===== config.mk =====
export PLATFORM = sky130hd
export DESIGN_NAME = sync_rx_fifo
export DESIGN_NICKNAME = d
export VERILOG_FILES = /design/src/rtl/sfifo_pkg.sv /design/src/rtl/sync_hunter.sv /design/src/rtl/bit_store.sv /design/src/rtl/read_port.sv /design/src/rtl/sync_rx_fifo.sv
export SDC_FILE = /design/constraint.sdc
export NUM_CORES = 1
export LEC_CHECK = 0
export CAP_MARGIN = 10
export CORE_UTILIZATION = 25
export DETAILED_ROUTE_END_ITERATION = 7
export PLACE_DENSITY_LB_ADDON = 0.1
export SYNTH_ARGS = -nofsm -noshare
export SYNTH_HDL_FRONTEND = slang
export SYNTH_SLANG_ARGS = --single-unit

===== constraint.sdc =====
create_clock -name clk -period 4.09 [get_ports clk]
set_clock_uncertainty 0.1 [all_clocks]
set_input_delay 0.818 -clock clk [delete_from_list [all_inputs] [get_ports clk]]
set_output_delay 0.818 -clock clk [all_outputs]
set_load 0.01 [all_outputs]

===== src/rtl/sfifo_pkg.sv =====
package sfifo_pkg;

    // Fixed pattern the detector hunts for; earliest received bit is the MSB.
    localparam int            SYNC_W    = 16;
    localparam logic [15:0]   SYNC_WORD = 16'h2DD4;

    typedef enum logic [1:0] {
        ST_PASS = 2'd0,   // gating off, every strobed bit is stored
        ST_HUNT = 2'd1,   // gating on, looking for the sync word
        ST_LOCK = 2'd2    // sync word seen, bits are stored
    } hunt_state_e;

endpackage


===== src/rtl/sync_hunter.sv =====
module sync_hunter
    import sfifo_pkg::*;
(
    input  logic clk,
    input  logic rst_n,
    input  logic sync_en,
    input  logic bit_in,
    input  logic bit_stb,
    output logic store_req,
    output logic valid_o
);

    hunt_state_e            state_q, state_d;
    logic [SYNC_W-1:0]      win_q, win_d;
    logic [SYNC_W-1:0]      win_next;
    logic                   hit;

    assign win_next = {win_q[SYNC_W-2:0], bit_in};
    assign hit      = sync_en && bit_stb && (state_q != ST_LOCK) && (win_next == SYNC_WORD);

    // Next state and sliding window
    always_comb begin
        state_d = state_q;
        win_d   = win_q;
        unique case (state_q)
            ST_PASS: begin
                win_d = '0;
                if (sync_en) begin
                    state_d = ST_HUNT;
                    if (bit_stb) win_d = win_next;
                end
            end
            ST_HUNT: begin
                if (!sync_en) begin
                    state_d = ST_PASS;
                    win_d   = '0;
                end else if (hit) begin
                    state_d = ST_LOCK;
                    win_d   = '0;
                end else if (bit_stb) begin
                    win_d = win_next;
                end
            end
            ST_LOCK: begin
                win_d = '0;
                if (!sync_en) state_d = ST_PASS;
            end
            default: begin
                state_d = ST_PASS;
                win_d   = '0;
            end
        endcase
    end

    // State register
    always_ff @(posedge clk) begin
        if (!rst_n) begin
            state_q <= ST_PASS;
            win_q   <= '0;
        end else begin
            state_q <= state_d;
            win_q   <= win_d;
        end
    end

    // Outputs
    always_comb begin
        valid_o   = 1'b0;
        store_req = 1'b0;
        unique case (state_q)
            ST_PASS: store_req = bit_stb && !sync_en;
            ST_HUNT: store_req = bit_stb && !sync_en;
            ST_LOCK: begin
                valid_o   = 1'b1;
                store_req = bit_stb;
            end
            default: begin
                valid_o   = 1'b0;
                store_req = 1'b0;
            end
        endcase
    end

    AST_VALID_DROP: assert property (@(posedge clk) disable iff (!rst_n)
        !sync_en |=> !valid_o);

    AST_VALID_NEEDS_STROBE: assert property (@(posedge clk) disable iff (!rst_n)
        $rose(valid_o) |-> ($past(bit_stb) && $past(sync_en)));

endmodule


===== src/rtl/bit_store.sv =====
module bit_store #(
    parameter int DEPTH = 16,
    parameter int TW    = 4
) (
    input  logic          clk,
    input  logic          rst_n,
    input  logic          wr_req,
    input  logic          wr_bit,
    input  logic          pop_req,
    input  logic [TW-1:0] thresh,
    output logic          head_bit,
    output logic          empty,
    output logic          fill,
    output logic          ovf
);

    localparam int CW = $clog2(DEPTH + 1);

    logic [DEPTH-1:0] buf_q, buf_d;
    logic [CW-1:0]    cnt_q, cnt_d, wpos;
    logic             fill_q, fill_d;
    logic             ovf_q, ovf_d;
    logic             pop_ok, wr_ok, full;

    assign full     = (cnt_q == CW'(DEPTH));
    assign empty    = (cnt_q == '0);
    assign head_bit = buf_q[0];
    assign pop_ok   = pop_req && !empty;
    assign wr_ok    = wr_req && (!full || pop_ok);

    always_comb begin
        buf_d = pop_ok ? (buf_q >> 1) : buf_q;
        wpos  = pop_ok ? (cnt_q - CW'(1)) : cnt_q;
        if (wr_ok) begin
            for (int i = 0; i < DEPTH; i++) begin
                if (wpos == CW'(i)) buf_d[i] = wr_bit;
            end
        end
        cnt_d = cnt_q - CW'(pop_ok) + CW'(wr_ok);

        fill_d = fill_q;
        if (wr_ok && (thresh != '0) && (cnt_d == CW'(thresh)))
            fill_d = 1'b1;
        else if (pop_ok && (cnt_d == '0))
            fill_d = 1'b0;

        ovf_d = ovf_q;
        if (wr_req && !wr_ok)
            ovf_d = 1'b1;
        else if (pop_ok && (cnt_d == '0))
            ovf_d = 1'b0;
    end

    always_ff @(posedge clk) begin
        if (!rst_n) begin
            buf_q  <= '0;
            cnt_q  <= '0;
            fill_q <= 1'b0;
            ovf_q  <= 1'b0;
        end else begin
            buf_q  <= buf_d;
            cnt_q  <= cnt_d;
            fill_q <= fill_d;
            ovf_q  <= ovf_d;
        end
    end

    assign fill = fill_q;
    assign ovf  = ovf_q;

    AST_COUNT_BOUND: assert property (@(posedge clk) disable iff (!rst_n)
        cnt_q <= CW'(DEPTH));

    AST_NO_OVERFLOW: assert property (@(posedge clk) disable iff (!rst_n)
        (full && wr_req && !pop_req) |=> (cnt_q == CW'(DEPTH) && ovf_q));

    AST_FILL_HOLD: assert property (@(posedge clk) disable iff (!rst_n)
        $fell(fill_q) |-> (cnt_q == '0));

    AST_EMPTY_POP_NOCHANGE: assert property (@(posedge clk) disable iff (!rst_n)
        (empty && pop_req && !wr_req) |=> (cnt_q == '0));

endmodule


===== src/rtl/read_port.sv =====
module read_port (
    input  logic clk,
    input  logic rst_n,
    input  logic rd_sel,
    input  logic rd_clk,
    input  logic head_bit,
    input  logic empty,
    output logic pop_req,
    output logic rd_data
);

    logic rck_q;
    logic rd_q;

    assign pop_req = rd_sel && rd_clk && !rck_q;

    always_ff @(posedge clk) begin
        if (!rst_n) begin
            rck_q <= 1'b0;
            rd_q  <= 1'b0;
        end else begin
            rck_q <= rd_clk;
            if (pop_req) rd_q <= empty ? 1'b0 : head_bit;
        end
    end

    assign rd_data = rd_q;

    AST_READ_IDLE_HOLD: assert property (@(posedge clk) disable iff (!rst_n)
        !rd_sel |=> $stable(rd_data));

endmodule


===== src/rtl/sync_rx_fifo.sv =====
module sync_rx_fifo #(
    parameter int DEPTH = 16,
    parameter int TW    = 4
) (
    input  logic          clk,
    input  logic          rst_n,
    input  logic          bit_in,
    input  logic          bit_stb,
    input  logic          sync_en,
    input  logic [TW-1:0] thresh,
    input  logic          rd_sel,
    input  logic          rd_clk,
    output logic          rd_data,
    output logic          fill,
    output logic          valid_data,
    output logic          overflow
);

    logic store_req;
    logic pop_req;
    logic head_bit;
    logic empty;

    sync_hunter u_hunt (
        .clk       (clk),
        .rst_n     (rst_n),
        .sync_en   (sync_en),
        .bit_in    (bit_in),
        .bit_stb   (bit_stb),
        .store_req (store_req),
        .valid_o   (valid_data)
    );

    bit_store #(.DEPTH(DEPTH), .TW(TW)) u_store (
        .clk      (clk),
        .rst_n    (rst_n),
        .wr_req   (store_req),
        .wr_bit   (bit_in),
        .pop_req  (pop_req),
        .thresh   (thresh),
        .head_bit (head_bit),
        .empty    (empty),
        .fill     (fill),
        .ovf      (overflow)
    );

    read_port u_rd (
        .clk      (clk),
        .rst_n    (rst_n),
        .rd_sel   (rd_sel),
        .rd_clk   (rd_clk),
        .head_bit (head_bit),
        .empty    (empty),
        .pop_req  (pop_req),
        .rd_data  (rd_data)
    );

    AST_STORE_NEEDS_STROBE: assert property (@(posedge clk) disable iff (!rst_n)
        store_req |-> bit_stb);

endmodule


==> run_results.csv, run 1 <==
group,metric,value,unit
outcome,status,"complete, no violations",
yosys,syn-num-nets,287,
sta,relSlewSlack,0.6228,
sta,fin_crit,3.676,ns
sta,setup_slack,0.4143,ns
sta,setup_viol,0,
global_route,grt.overflow.total,0,
clock_network,cts_tree,"yes",
pwr,irDropWorstVdd,0.1632,mV
yosys,syn-cell-area,2485,sq um
clock_network,clock_sinks,42,
worst_setup_path,reg2reg_depth,14,
global_route,grt_start_max_net_pins,45,
floorplan,core,9684,sq um
worst_setup_path,crit_arrival,3.83,ns
yosys,synth_top_area_cell,"dfxtp_1",
yosys,synth.top_cells.by_count,"dfxtp_1 (42), nor2b_1 (18), a22oi_1 (16), mux2i_1 (16), o22ai_1 (16)",
worst_setup_path,start_kind,"input pin",
clock_network,worstSkewPairLatency,0.31,ns
pwr,powerDensity,512.8,nW/um^2
clock_network,postCtsSetupRepairBufs,0,
sta,min_period_over_period,0.8987,
floorplan,dieArea,10340,sq um
global_route,antenna_found_initial,0,
worst_setup_path,path_buf_inv,4,
min_path,holdPathStages,2,
clock_network,htreeDepth,2,
pwr,p_leak,0.001102,uW
flow_run,drv_cap,0,
sta,tns,0,ns
worst_setup_path,crit_path_end_kind,"register",
worst_setup_path,worstPathCellList,"clkdlybuf4s50_1 > and3b_1 > o21ai_2 > inv_2 > ha_1 > inv_1 > ha_1 > inv_1 > fa_1 > xnor2_1 > or4_1 > or3_1 > o21ai_1",
worst_setup_path,crit_cells,13,
yosys,synth.most_common_cell,"dfxtp_1",
pwr,total_power,1480,uW
min_path,hold_path.class,"register to register",
global_route,grt_pass1_wl,9956,um
clock_network,hold_buffers,0,
worst_setup_path,crit_type,"input pin to register",
yosys,synth_seq_cells,42,
floorplan,dieWidth,101.7,um
sta,hold_ws,0.3746,ns
routing,initialDrtViolationCount,80,
yosys,ys_top_cells_by_area,"dfxtp_1 (34%), mux2i_1 (6.4%), ha_1 (5.5%)",
clock_network,path_clk_slew,0.10,ns
yosys,synth-edff-count,0,
worst_setup_path,cpPeakStageDelay,0.49,ns
placement,portBuffers,14,
routing,drc,0,
yosys,async_reset_ff_frac,0,
clock_network,ctsResizeCount,0,
routing,vias_per_cell,4.759,
yosys,synth_cells,264,
worst_setup_path,cp_max_fo,5,
worst_setup_path,cp.required,4.24,ns
yosys,synth_ff_type,"dfxtp_1",
placement,pre_cts_slack,0.06261,ns
sta,rsz0062_at_grt,"false",
routing,dr_total_vias,1951,
placement,dp.cells,402,
floorplan,num_rows,36,
clock_network,root_buffer,"clkbuf_8",
routing,wl_per_cell,14.47,um
global_route,grtUsageTotal,0.1244,
clock_network,clockBufferDepth,2,
cells_and_area,antenna_cells,0,
global_route,grt_pass1_vias,1973,
clock_network,cts_made_buffers,5,
worst_setup_path,critical_path.slowest_cell,"clkdlybuf4s50_1",
worst_setup_path,cpLargestDelayFamily,"simple AND/OR/NAND/NOR gates",
yosys,synth_cell_types,51,
routing,ant_nets,0,
sta,maxSlewViolCount,0,
sta,worst_pin_slew,0.5614,ns
placement,gp_congestion,0.7470,
sta,finalHoldViolations,0,
yosys,ys_seq_area_frac,0.3384,
floorplan,ioPinCount,15,
cells_and_area,area_delta_synth_final,16.16,%
floorplan,die_y,101.7,um
routing,wirelength,5932,um
cells_and_area,drive_gt1_frac,0.1155,
yosys,ys_warn_count,0,
floorplan,initial_core_util,0.2566,
routing,first_pass_iters,4,
sta,fmax,0.2721,GHz
cells_and_area,nets,299,
yosys,syn_area_per_cell,9.412,sq um
yosys,netlist.area_leader.share,0.3384,
cells_and_area,final_cells,410,
placement,place_hpwl,4282,um
cell usage in the layout (no fill, tap or decap), types with 2 or more instances in the layout:
cell type | Yosys | routed
mux2i_1 | 16 | 16
nor3_1 | 6 | 6
a22oi_1 | 16 | 16
o311ai_1 | 2 | 2
mux2_2 | 5 | 5
ha_1 | 11 | 11
clkdlybuf4s50_1 | 0 | 14
nand3_1 | 9 | 9
nand2_1 | 13 | 13
a2111oi_4 | 2 | 2
a21oi_1 | 7 | 7
o211ai_1 | 8 | 8
nand4_1 | 4 | 4
o21bai_1 | 2 | 2
xor2_1 | 4 | 4
and3_1 | 3 | 3
clkbuf_8 | 0 | 5
nor3b_1 | 2 | 2
and2_1 | 6 | 6
nand2b_1 | 9 | 9
xnor2_1 | 5 | 5
nand4b_1 | 2 | 2
o22ai_1 | 16 | 16
nor2_1 | 4 | 4
nand3b_1 | 2 | 2
mux2_1 | 2 | 2
inv_1 | 9 | 9
or4b_1 | 2 | 2
nor2b_1 | 18 | 18
dfxtp_1 | 42 | 42
a211oi_2 | 3 | 3
buf_4 | 0 | 6
layer usage:
| layer | GRT usage | vias up | part of all wire |
|---|---|---|---|
| met2 | 0.1991 | 21 | 0.48 |
| met4 | 0.03456 | 0 | 0.012 |
| met1 | 0.1704 | 923 | 0.49 |
| li1 | - | 1001 | - |
| met3 | 0.02277 | 6 | 0.022 |
| met5 | 0 | - | 0 |
cell families after synthesis:
logic type                 synth area share
muxes                                0.1052
adders and majority gates           0.06344
DFF                                  0.3384
and+or+nand+nor                      0.2160
buffers and inverters               0.04179
AOI/OAI and AO/OA                    0.2034
xor gates and xnor gates            0.03172
power by group:
part,switching [uW],internal [uW]
sequential,45.6,449
combinational,372,268
clock,163,183
total,580,900
worst paths after layout:
check,end,slack [ns],from
worst max-delay path,u_store.fill,0.41,rd_clk
worst min-delay path,u_store.fill,0.37,u_store.fill
worst max register to register,u_store.fill,0.49,u_store.cnt_q[2]
worst min register to register,u_store.fill,0.37,u_store.fill
flip-flops by register name, indices dropped and copies added (netlist names):
signal          flops
u_hunt.state_q      2
u_rd.rd_data        1
u_hunt.win_q       15
u_store.fill        1
u_rd.rck_q          1
u_store.cnt_q       5
u_store.ovf         1
u_store.buf_q      16
metrics by stage:
step	util	area, sq um
after floorplan	-	2485
after global placement	0.2864	2774
after detailed placement	0.2864	2774
after CTS	0.2981	2887
after global routing	0.2981	2887
final	0.2981	2887
cell type report:
cell class | count | area [sq um]
repair buffers | 20 | 185.2
clock inverters | 3 | 43.79
fillers | 1023 | 6798
well taps | 133 | 166.4
multi-input cells | 197 | 1544
inverters | 10 | 37.54
clock buffers | 5 | 68.82
flip-flops and latches | 42 | 840.8
tightest hold or removal path, delay by kind of cell, from the launching register on:
kind | cells | cell delay (ns)
DFF | 1 | 0.33
AOI/OAI and AO/OA | 2 | 0.11
Note: power is estimated with default switching activity, not from simulation.
==> run 2, diff against run 1 <==
--- a/config.mk
+++ b/config.mk
@@ -9,6 +9,7 @@
 export CORE_UTILIZATION = 25
 export DETAILED_ROUTE_END_ITERATION = 7
 export PLACE_DENSITY_LB_ADDON = 0.1
+export SLEW_MARGIN = 20
 export SYNTH_ARGS = -nofsm -noshare
 export SYNTH_HDL_FRONTEND = slang
 export SYNTH_SLANG_ARGS = --single-unit
==> constraint.sdc (replaced) <==
create_clock -name clk -period 3 [get_ports clk]
set_clock_uncertainty 0.1 [all_clocks]
set_input_delay 0.6 -clock clk [delete_from_list [all_inputs] [get_ports clk]]
set_output_delay 0.6 -clock clk [all_outputs]
set_load 0.01 [all_outputs]
==> run_results.csv, run 2 (synthesis results as in run 1) <==
group,metric,value,unit
outcome,status,"complete, no violations",
min_path,whs_endpoint,"u_store.buf_q[15]",
worst_setup_path,critical_path.slowest_cell,"fa_2",
sta,fmax,0.3415,GHz
sta,setup_viol,0,
cells_and_area,antenna_cells,0,
routing,dr_total_vias,2108,
floorplan,num_rows,36,
global_route,grt_pass1_vias,2006,
clock_network,cts_made_buffers,5,
placement,placed_cell_area,3010,sq um
worst_setup_path,cp.required,3.09,ns
worst_setup_path,rr_endpoint,"u_store.fill",
placement,place_hpwl,4579,um
sta,worst_pin_slew,0.9750,ns
sta,hold_ws,0.3864,ns
min_path,hold_start,"u_store.buf_q[15]",
worst_setup_path,worstPathCellList,"inv_2 > ha_4 > nand2_4 > o21ai_4 > inv_4 > ha_4 > inv_4 > ha_4 > inv_2 > fa_2 > buf_4 > or4b_4 > o311ai_2 > o21ai_1",
clock_network,clock_sinks,42,
clock_network,cts_tree,"yes",
worst_setup_path,reg2reg_depth,14,
sta,setup_slack,0.07187,ns
cells_and_area,largest-register,"u_store.buf_q",
sta,min_period_over_period,0.9760,
placement,portBuffers,14,
cells_and_area,final_common_cell,"dfxtp_1",
worst_setup_path,crit_path_end_kind,"register",
placement,gp_congestion,0.7263,
floorplan,initial_core_util,0.2566,
routing,ant_nets,0,
routing,drc,0,
floorplan,dieWidth,101.7,um
clock_network,path_clk_slew,0.10,ns
worst_setup_path,path_buf_inv,5,
routing,wirelength,6299,um
placement,pre_cts_slack,-0.5405,ns
worst_setup_path,cpLargestDelayFamily,"adder cells",
sta,relSlewSlack,0.3488,
routing,first_pass_iters,4,
worst_setup_path,crit_arrival,3.02,ns
global_route,antenna_found_initial,0,
cells_and_area,final_cell_area,3187,sq um
sta,fin_crit,2.928,ns
cells_and_area,n_fill_cell,1009,
pwr,p_leak,0.001247,uW
sta,rsz0062_at_grt,"true",
global_route,grt.overflow.total,0,
worst_setup_path,cp_max_fo,2,
clock_network,htreeDepth,2,
global_route,grt_pass1_wl,10340,um
floorplan,dieArea,10340,sq um
worst_setup_path,rr_startpoint,"u_store.cnt_q[0]",
sta,finalHoldViolations,0,
routing,wl_per_cell,14.32,um
worst_setup_path,crit_type,"register to register",
routing,vias_per_cell,4.791,
worst_setup_path,cpPeakStageDelay,0.53,ns
clock_network,root_buffer,"clkbuf_8",
worst_setup_path,start_kind,"register",
cells_and_area,drive_gt1_frac,0.2769,
cells_and_area,area_delta_synth_final,28.25,%
min_path,hold_path.class,"register to register",
pwr,irDropWorstVdd,0.2654,mV
floorplan,ioPinCount,15,
min_path,holdPathStages,2,
cells_and_area,reg_top3,"u_store.buf_q: 16 flops, u_hunt.win_q: 15 flops, u_store.cnt_q: 5 flops",
sta,maxSlewViolCount,0,
worst_setup_path,rrSetupSlack,0.07,ns
clock_network,worstSkewPairLatency,0.30,ns
pwr,powerDensity,705.0,nW/um^2
clock_network,clockBufferDepth,2,
routing,initialDrtViolationCount,86,
cells_and_area,nets,329,
worst_setup_path,crit_top_cell,"ha_4",
global_route,grt_start_max_net_pins,45,
floorplan,die_y,101.7,um
flow_run,drv_cap,0,
global_route,grtUsageTotal,0.1296,
cells_and_area,layout_common_cells,"dfxtp_1 (38), buf_4 (36), nor2b_1 (18)",
floorplan,core,9684,sq um
cells_and_area,largest_reg_flops,16,
run 2: area by class of cell:
type | instances | area (sq um) | area share
timing repair buffer | 50 | 399.1 | 0.1252
sequential | 42 | 845.8 | 0.2654
tap | 133 | 166.4 | 0.05222
clock inverter | 3 | 25.02 | 0.007852
clock buffer | 5 | 68.82 | 0.02159
multi-input combinational | 197 | 1632 | 0.5120
inverter | 10 | 50.05 | 0.01570
run 2: worst max path at each step:
stage | startpoint | end | slack, ns | cells after the start
finish | u_store.cnt_q[0] | u_store.fill | 0.07 | 14
detailed placement | rd_sel | u_store.fill | -0.54 | 13
global route | u_store.cnt_q[1] | u_store.fill | -0.06 | 14
global placement | rd_sel | u_store.fill | -0.48 | 13
CTS | u_store.cnt_q[1] | u_store.fill | -0.06 | 14
floorplan | rd_sel | u_store.fill | -0.10 | 13
run 2: power breakdown:
group / internal (uW) / switching [uW] / total (uW)
Combinational: 573 / 614 / 1190
Sequential: 616 / 47.4 / 663
Clock: 169 / 228 / 396
Total: 1360 / 890 / 2250
run 2: repair_timing:
action	4_1_cts	5_1_grt
pin swaps	10	3
buffers inserted	6	0
hold buffers	0	0
setup endpoints to repair	2	2
gates resized for setup	19	2
run 2: through the flow:
step                power [uW]  setup TNS [ns]    util  std cells
global placement          1776          -1.148  0.3109        426
CTS                       2276        -0.06481  0.3279        440
global route              2425        -0.06095  0.3291        440
detailed placement        1773          -1.261  0.3109        426
floorplan                 1452         -0.1873       -        264
finish                    2247               0  0.3291        440
run 2: per-layer routing:
metal	global-route usage	up-vias	wire length (um)
li1	-	1065	-
met1	0.1725	1012	3112
met2	0.2141	29	2956
met3	0.02277	2	191
met4	0.03679	0	38
met5	0	-	0
run 2: worst register-to-register path: cells and delay by family (launching register included):
kind	cells	cell delay, ns
AOI/OAI and AO/OA	3	0.50
adders and majority gates	4	1.04
buffers and inverters	5	0.32
DFF	1	0.34
and+or+nand+nor	2	0.52
